==> src/rtl/bcid_pkg.sv <==
package bcid_pkg;
  // strobes issued by the control half to the datapath half
  typedef struct packed {
    logic shiftEn;   // accept a sample, advance history and code stages
    logic decideEn;  // publish the verdict for the centre crossing
  } bcidStrobe_t;
endpackage

==> src/rtl/bcid_control.sv <==
module bcid_control
  import bcid_pkg::*;
#(
  parameter int LEAD = 2
) (
  input  logic        clk,
  input  logic        rstN,
  input  logic        sampleValid,
  output bcidStrobe_t strobe,
  output logic        energyValid
);
  localparam int CNT_W = $clog2(LEAD + 1);

  logic [CNT_W-1:0] warmCnt;
  logic             warm;

  assign warm            = (warmCnt == CNT_W'(LEAD));
  assign strobe.shiftEn  = sampleValid;
  assign strobe.decideEn = sampleValid && warm;

  always_ff @(posedge clk or negedge rstN) begin
    if (!rstN) begin
      warmCnt     <= '0;
      energyValid <= 1'b0;
    end else begin
      if (sampleValid && !warm) warmCnt <= warmCnt + 1'b1;
      energyValid <= strobe.decideEn;
    end
  end
endmodule

==> src/rtl/bcid_datapath.sv <==
module bcid_datapath
  import bcid_pkg::*;
#(
  parameter int SAMPLE_W = 10,
  parameter int COEF_W   = 4,
  parameter int TAPS     = 5,
  parameter int PED_W    = 12,
  parameter int SHIFT_W  = 3,
  parameter int OUT_W    = 8
) (
  input  logic                     clk,
  input  logic                     rstN,
  input  bcidStrobe_t              strobe,
  input  logic [SAMPLE_W-1:0]      sampleIn,
  input  logic [TAPS*COEF_W-1:0]   coefSet,
  input  logic [PED_W-1:0]         pedestal,
  input  logic [SHIFT_W-1:0]       shiftAmt,
  output logic [OUT_W-1:0]         energyOut
);
  localparam int PROD_W = SAMPLE_W + 1 + COEF_W;
  localparam int SUM_W  = PROD_W + $clog2(TAPS);
  localparam int DIFF_W = SUM_W + 1;
  localparam int POS_W  = DIFF_W - 1;

  logic [SAMPLE_W-1:0]      hist [TAPS];
  logic signed [PROD_W-1:0] prod [TAPS];
  logic signed [SUM_W-1:0]  firSum;
  logic signed [DIFF_W-1:0] pedExt, diff;
  logic [POS_W-1:0]         posVal, scaled;
  logic [OUT_W-1:0]         eNow, eReg0, eReg1, verdict;
  logic                     isPeak, satMid;

  // sample history: hist[k] is the sample k crossings old
  always_ff @(posedge clk or negedge rstN) begin
    if (!rstN) begin
      for (int i = 0; i < TAPS; i++) hist[i] <= '0;
    end else if (strobe.shiftEn) begin
      hist[0] <= sampleIn;
      for (int i = 1; i < TAPS; i++) hist[i] <= hist[i-1];
    end
  end

  // weighted taps
  for (genvar k = 0; k < TAPS; k++) begin : g_tap
    logic signed [SAMPLE_W:0] sampExt;
    logic signed [COEF_W-1:0] weight;
    assign sampExt = {1'b0, hist[k]};
    assign weight  = coefSet[k*COEF_W +: COEF_W];
    assign prod[k] = sampExt * weight;
  end

  always_comb begin
    firSum = '0;
    for (int k = 0; k < TAPS; k++) firSum = firSum + SUM_W'(prod[k]);
  end

  // pedestal removal, clamp, scale, limit
  assign pedExt = DIFF_W'({1'b0, pedestal});
  assign diff   = DIFF_W'(firSum) - pedExt;
  assign posVal = diff[DIFF_W-1] ? '0 : diff[POS_W-1:0];
  assign scaled = posVal >> shiftAmt;
  assign eNow   = (|scaled[POS_W-1:OUT_W]) ? {OUT_W{1'b1}} : scaled[OUT_W-1:0];

  // code stages: eReg0 is the centre crossing, eReg1 the one before it
  always_ff @(posedge clk or negedge rstN) begin
    if (!rstN) begin
      eReg0 <= '0;
      eReg1 <= '0;
    end else if (strobe.shiftEn) begin
      eReg0 <= eNow;
      eReg1 <= eReg0;
    end
  end

  assign isPeak = (eReg1 < eReg0) && (eReg0 >= eNow);
  assign satMid = (hist[1] == {SAMPLE_W{1'b1}});

  always_comb begin
    if (energyOut != '0)  verdict = '0;
    else if (satMid)      verdict = {OUT_W{1'b1}};
    else if (isPeak)      verdict = eReg0;
    else                  verdict = '0;
  end

  always_ff @(posedge clk or negedge rstN) begin
    if (!rstN)                energyOut <= '0;
    else if (strobe.decideEn) energyOut <= verdict;
  end
endmodule

==> src/rtl/bcid_peak_filter.sv <==
module bcid_peak_filter
  import bcid_pkg::*;
#(
  parameter int SAMPLE_W = 10,
  parameter int COEF_W   = 4,
  parameter int TAPS     = 5,
  parameter int PED_W    = 12,
  parameter int SHIFT_W  = 3,
  parameter int OUT_W    = 8
) (
  input  logic                   clk,
  input  logic                   rstN,
  input  logic                   sampleValid,
  input  logic [SAMPLE_W-1:0]    sampleIn,
  input  logic [TAPS*COEF_W-1:0] coefSet,
  input  logic [PED_W-1:0]       pedestal,
  input  logic [SHIFT_W-1:0]     shiftAmt,
  output logic [OUT_W-1:0]       energyOut,
  output logic                   energyValid
);
  bcidStrobe_t strobe;

  bcid_control #(.LEAD(2)) u_ctrl (
    .clk(clk), .rstN(rstN), .sampleValid(sampleValid),
    .strobe(strobe), .energyValid(energyValid)
  );

  bcid_datapath #(
    .SAMPLE_W(SAMPLE_W), .COEF_W(COEF_W), .TAPS(TAPS),
    .PED_W(PED_W), .SHIFT_W(SHIFT_W), .OUT_W(OUT_W)
  ) u_dp (
    .clk(clk), .rstN(rstN), .strobe(strobe), .sampleIn(sampleIn),
    .coefSet(coefSet), .pedestal(pedestal), .shiftAmt(shiftAmt),
    .energyOut(energyOut)
  );
endmodule

==> config.mk <==
export PLATFORM = sky130hd
export DESIGN_NAME = bcid_peak_filter
export DESIGN_NICKNAME = d
export VERILOG_FILES = /design/src/rtl/bcid_pkg.sv /design/src/rtl/bcid_control.sv /design/src/rtl/bcid_datapath.sv /design/src/rtl/bcid_peak_filter.sv
export SDC_FILE = /design/constraint.sdc
export NUM_CORES = 1
export LEC_CHECK = 0
export BUFFER_PORTS_ARGS = -buffer_cell sky130_fd_sc_hd__buf_4
export CAP_MARGIN = 20
export CORE_MARGIN = 2
export CORE_UTILIZATION = 45
export DETAILED_ROUTE_END_ITERATION = 12
export PLACE_DENSITY_LB_ADDON = 0.08
export SETUP_SLACK_MARGIN = 0.05
export SLEW_MARGIN = 15
export SYNTH_ARGS = -nofsm -noshare
export SYNTH_HDL_FRONTEND = slang
export SYNTH_HIERARCHICAL = 1
export SYNTH_SLANG_ARGS = --single-unit
==> constraint.sdc <==
create_clock -name clk -period 9.7 [get_ports clk]
set_input_delay 0.485 -clock clk [delete_from_list [all_inputs] [get_ports clk]]
set_output_delay 0.485 -clock clk [all_outputs]
set_load 0.02 [all_outputs]
# After elaboration in Yosys (flattened, before gate mapping)
# Cells that the tools add are included.
# W data, S select, Z words.
[word_totals]
ff_bits = 77
input_bits = 48
out_inout_bits = 9
elab_cells = 37
[op_classes]
add_sub_neg = 6
n_mul = 5
magnitude_cmp = 2
n_eq_ne = 2
shifts = 1
n_mux = 5
n_reduce_logical = 6
[op_table]
columns = ["operator", "count"]
rows = [
  ["$mul A11 B4 Y15", 5],
  ["$add A18 B15 Y18", 2],
  ["$mux W8", 4],
  ["$sub A18 B13 Y19", 1],
  ["$mux W18", 1],
  ["$shr A18 B3 Y18", 1],
  ["$add A16 B15 Y17", 1],
  ["$add A15 B15 Y16", 1],
  ["$eq A10 B10 Y1 const B", 1],
  ["$reduce_or A10 Y1", 1],
  ["$ge A8 B8 Y1", 1],
  ["$lt A8 B8 Y1", 1],
  ["$reduce_bool A8 Y1", 1],
  ["$logic_and A1 B1 Y1", 3],
  ["$add A2 B1 Y2 const B", 1],
  ["$eq A2 B2 Y1 const B", 1],
  ["$logic_not A1 Y1", 1],
]

# Longest topological paths before layout
[logic_depth]
word_depth = 15
depth_mapped = 37
depth_no_buf = 35

# Modules after synthesis
# The synthesis kept the hierarchy.
[by_module_without_submodules]
columns = ["mod", "n_inst", "cells_per_inst", "area_each_um2", "seq_area_each_um2"]
rows = [
  ["bcid_datapath", 1, 1170, 11517.3, 1851.8],
  ["bcid_control", 1, 11, 142.6, 75.1],
]

# Worst setup path after synthesis
# OpenSTA, ideal clock, no wires.
[synth_timing]
path_kind = "input -> register"
startpoint = "input coefSet[8]"
endpoint = "register u_dp.energyOut[0]"
setup_ps = 126
arrival_ps = 8322
required_ps = 9574
setup_slack_ps = 1252
cell_stages = 33
path_buffers = 1
cell_sequence = "clkbuf_1 nand2_1 fa_1 fa_1 inv_1 fa_1 inv_1 fa_1 inv_1 fa_1 fa_1 fa_1 ha_1 fa_1 a21oi_1 nor2_1 nor3_1 xnor2_1 mux2_2 a2111oi_2 o2111ai_2 nor2_1 nor2b_1 ha_1 nand2b_1 a21o_1 a21o_1 a21o_1 a21o_1 a21oi_1 o21a_1 a2111oi_4 a221o_1"
[synth_via]
elab_chain_len = 14
[synth_rtl]
columns = ["item", "line_no", "text"]
rows = [
  ["from (decl)", "bcid_peak_filter.sv:15", "input logic [TAPS*COEF_W-1:0] coefSet,"],
  ["$mul A11 B4 Y15 (*)", "bcid_datapath.sv:49", "assign prod[k] = sampExt * weight;"],
  ["$add A16 B15 Y17 (*)", "bcid_datapath.sv:54", "for (int k = 0; k < TAPS; k++) firSum = firSum + SUM_W'(prod[k]);"],
  ["$add A18 B15 Y18 (*) (2 in series)", "bcid_datapath.sv:54", ""],
  ["$sub A18 B13 Y19 (*)", "bcid_datapath.sv:59", "assign diff = DIFF_W'(firSum) - pedExt;"],
  ["$mux W18 (*)", "bcid_datapath.sv:60", "assign posVal = diff[DIFF_W-1] ? '0 : diff[POS_W-1:0];"],
  ["$shr A18 B3 Y18 (*)", "bcid_datapath.sv:61", "assign scaled = posVal >> shiftAmt;"],
  ["$reduce_or A10 Y1", "bcid_datapath.sv:62", "assign eNow = (|scaled[POS_W-1:OUT_W]) ? {OUT_W{1'b1}} : scaled[OUT_W-1:0];"],
  ["$mux W8 (*)", "bcid_datapath.sv:62", ""],
  ["named net u_dp.eNow[0]", "bcid_datapath.sv:30", "logic [OUT_W-1:0] eNow, eReg0, eReg1, verdict;"],
  ["$ge A8 B8 Y1 (*)", "bcid_datapath.sv:75", "assign isPeak = (eReg1 < eReg0) && (eReg0 >= eNow);"],
  ["$logic_and A1 B1 Y1 (*)", "bcid_datapath.sv:75", ""],
  ["$mux W8 (*)", "bcid_datapath.sv:81", "else if (isPeak) verdict = eReg0;"],
  ["$mux W8 (*)", "bcid_datapath.sv:80", "else if (satMid) verdict = {OUT_W{1'b1}};"],
  ["$mux W8 (*)", "bcid_datapath.sv:79", "if (energyOut != '0) verdict = '0;"],
  ["to (signal assigned)", "bcid_datapath.sv:87", "else if (strobe.decideEn) energyOut <= verdict;"],
  ["to (decl)", "bcid_datapath.sv:18", "output logic [OUT_W-1:0] energyOut"],
]
# Mark *: on every way through the listed nets, which the timed path passes. The rest lies on a longest branch.
# A chain may end at the register's enable or synchronous reset.

# Worst setup path in the final report
[layout_timing]
startpoint = "register u_dp.hist, in the netlist u_dp/g_tap[0].sampExt[3]"
endpoint = "register u_dp.energyOut[0]"
[layout_via]
elab_chain_len = 15
[layout_rtl]
columns = ["item", "line_no", "text"]
rows = [
  ["from (decl)", "bcid_datapath.sv:25", "logic [SAMPLE_W-1:0] hist [TAPS];"],
  ["$mul A11 B4 Y15 (*)", "bcid_datapath.sv:49", ""],
  ["$add A15 B15 Y16 (*)", "bcid_datapath.sv:54", ""],
  ["$add A16 B15 Y17 (*)", "bcid_datapath.sv:54", ""],
  ["$add A18 B15 Y18 (*) (2 in series)", "bcid_datapath.sv:54", ""],
  ["$sub A18 B13 Y19 (*)", "bcid_datapath.sv:59", ""],
  ["$mux W18 (*)", "bcid_datapath.sv:60", ""],
  ["$shr A18 B3 Y18 (*)", "bcid_datapath.sv:61", ""],
  ["$reduce_or A10 Y1", "bcid_datapath.sv:62", ""],
  ["$mux W8 (*)", "bcid_datapath.sv:62", ""],
  ["named net u_dp.eNow[0]", "bcid_datapath.sv:30", ""],
  ["$ge A8 B8 Y1 (*)", "bcid_datapath.sv:75", ""],
  ["$logic_and A1 B1 Y1 (*)", "bcid_datapath.sv:75", ""],
  ["$mux W8 (*)", "bcid_datapath.sv:81", ""],
  ["$mux W8 (*)", "bcid_datapath.sv:80", ""],
  ["$mux W8 (*)", "bcid_datapath.sv:79", ""],
]
# Marks and branches as above.

==> impl_metrics.yaml <==
status:
  run_status: "finished, final reports clean"
sta:
  period_needed_ns: 8.90
  rsz0062_at_grt: "no"
  slew_headroom_pct: 28.9
  setup_ws_ns: 0.798
  timing.fmax_ghz: 0.112
  finalSetupViolCount: 0
  finalMaxSlewViolations: 0
  holdWs_ns: 0.0433
  hold_viol: 0
  min_period_over_period_pct: 91.8
  worst_pin_slew_ns: 1.07
  finClkSkew_ns: 0.00803
  setup_tns_ns: 0
placement:
  dp_slack_ns: 0.534
  place_congestion: 0.846
  dp.cells: 1537
  dp_hpwl_mm: 22.4
  port_buffers: 56
drt:
  drtIter0Drc: 345
  via_per_inst: 5.05
  wl_per_cell_um: 17.3
  num_vias: 7848
  first_pass_iters: 4
  wirelength_mm: 26.9
  drtAntennaViolNets: 0
  remaining_drc_errors: 0
synth:
  syn_inst: 1181
  yosysMostFrequentCell: "inv_1"
  ys_async_sr_fraction_pct: 100
  synth_seq_area_share_pct: 16.5
  yosys.cell_types.count: 57
  synth_common_cells: "288 x inv_1, 204 x fa_1, 100 x nand2_1, 95 x ha_1, 77 x dfrtp_1"
  synth_warnings: 6
  synth.area.top_cells: "fa_1 35%, dfrtp_1 17%, ha_1 10%"
  ys_ff_latch: 77
  synth_edf_count: 0
  ys.flop_type: "dfrtp_1"
  netlist_area_mm2: 0.0117
  synth_top_area_share_pct: 35.0
  avgSynthCellArea_um2: 9.87
  synth_top_cell_by_area: "fa_1"
critical_path:
  path_common_cell: "fa_1"
  critical_path_class: "flop to flop"
  critPathArrivalTime_ns: 9.13
  r2r-start: "u_dp/g_tap[0].sampExt[3]$_DFFE_PN0P_"
  crit_path_end_kind: "flop"
  worstPathMaxFanout: 8
  crit_slowest_cell: "fa_1"
  crit_start: "u_dp/g_tap[0].sampExt[3]$_DFFE_PN0P_"
  max_stage_delay_ns: 0.54
  required_ns: 9.93
  startpoint_type: "flop"
cts:
  cts.sinks: 77
  post_cts_buffers: 0
  cts_tree: "built"
  clock_latency_ns: 0.35
  cts_hold_buf: 0
  cts-root-buf: "clkbuf_16"
  cts_buffer_depth: 2
  cts_max_level: 3
  cts_buffers: 9
  cts.repair.resized: 0
  clk_pin_slew_ns: 0.07
final_layout:
  area_growth_pct: 8.76
  fin_cells: 1553
  drive_gt1_share_pct: 12.4
  fin_nets: 1565
  diodes: 0
grt:
  antenna_found_initial: 0
  grt_max_degree: 72
  grt_pass1_wl_mm: 44.8
  grt_use_total_pct: 21.8
  gr-usage-met3_pct: 2.56
  met1_usage_pct: 30.7
  overflow: 0
  top_usage_layer: "met2"
  grtUsageMet2_pct: 37.1
  grt_pass1_vias: 8352
hold_path:
  worst_hold_path_type: "input pin to asynchronous set/reset pin"
floorplanning:
  core_mm2: 0.0253
  ioPinCount: 57
  initial_core_util_pct: 46.0
  die_h_um: 165
  fp.dieW_um: 165
  dieArea_mm2: 0.0272
  row_count: 58
flow_run:
  cap_viol_max_count: 0
cells by family after synthesis:
logic type,share of synthesized area (%)
simple gates,12.4
buf+inv,10.7
mux,7.23
xor+xnor,1.13
flops,16.5
compound gates,6.84
fa+ha+maj,45.2
other cells,0.0322
layer usage:
metal,wire length (um),up-vias
met5,0,-
met4,208,0
met3,758,10
met2,13400,114
met1,12600,4032
li1,-,3692
stage by stage:
step	utilization [%]	instance area, um2
after floorplan	-	11700
after global placement	48.9	12400
after detailed placement	48.9	12400
after CTS	50.1	12700
after global routing	50.1	12700
final	50.1	12700
critical path, delay by kind of cell (launching register included):
| family | cells | cell delay, ns |
|---|---|---|
| simple gates | 7 | 1.40 |
| flops | 1 | 0.51 |
| fa+ha+maj | 9 | 4.11 |
| buf+inv | 4 | 0.20 |
| mux | 1 | 0.30 |
| compound gates | 11 | 2.25 |
flip-flops by register name, indices dropped and copies added (netlist names):
register            count
u_dp/g_tap.sampExt     50
u_dp/eReg0              8
u_dp/eReg1              8
u_dp/energyOut          8
u_ctrl/warmCnt          2
u_ctrl/energyValid      1
placed cells by master, fill, tap and decap left out, drive strengths merged, types with 2 or more instances in the layout:
cell	Yosys	routed
mux4	2	2
a2111oi	5	5
dfrtp	77	77
and2	78	78
xor2	5	5
a21o	19	19
clkbuf	24	11
a211o	4	4
nand4b	2	2
a31o	2	2
nand4	4	4
o21ai	15	15
conb	1	2
nor4	2	2
a221o	9	9
and3	5	5
o211ai	3	3
o2111ai	3	3
a311oi	2	2
nand2b	29	29
nand2	100	100
nor2	34	34
nand3	9	9
o22ai	2	2
clkinvlp	0	4
a211oi	9	9
a31oi	6	6
inv	288	288
xnor2	10	10
a21oi	18	18
nor2b	12	12
o21a	3	3
mux2i	10	10
clkinv	2	2
o31ai	2	2
fa	204	204
ha	95	95
nor3	6	6
buf	12	61
mux2	62	62
path summary, 6_finish.rpt:
path,to,slack [ns],depth (start not counted)
hold reg to reg,u_ctrl/warmCnt[0]$_DFFE_PN0P_,0.49,1
setup reg to reg,u_dp/energyOut[0]$_DFFE_PN0P_,0.80,32
max in group asynchronous,u_dp/g_tap[3].sampExt[8]$_DFFE_PN0P_,8.55,2
setup / recovery,u_dp/energyOut[0]$_DFFE_PN0P_,0.80,32
min in group clk,u_dp/g_tap[0].sampExt[7]$_DFFE_PN0P_,0.36,2
hold / removal,u_dp/energyOut[1]$_DFFE_PN0P_,0.04,1
area by class of cell:
| cell class | count | area (um2) |
|---|---|---|
| inverters | 290 | 1090 |
| flip-flops and latches | 77 | 1930 |
| multi-input cells | 779 | 8490 |
| well taps | 330 | 413 |
| clock buffers | 11 | 243 |
| clock inverters | 5 | 60.1 |
| fillers | 2459 | 12600 |
| repair buffers | 61 | 458 |
Power is left out: the tool's default activity adds up to more than one toggle a clock period on the data nets, which glitch-free logic cannot reach.
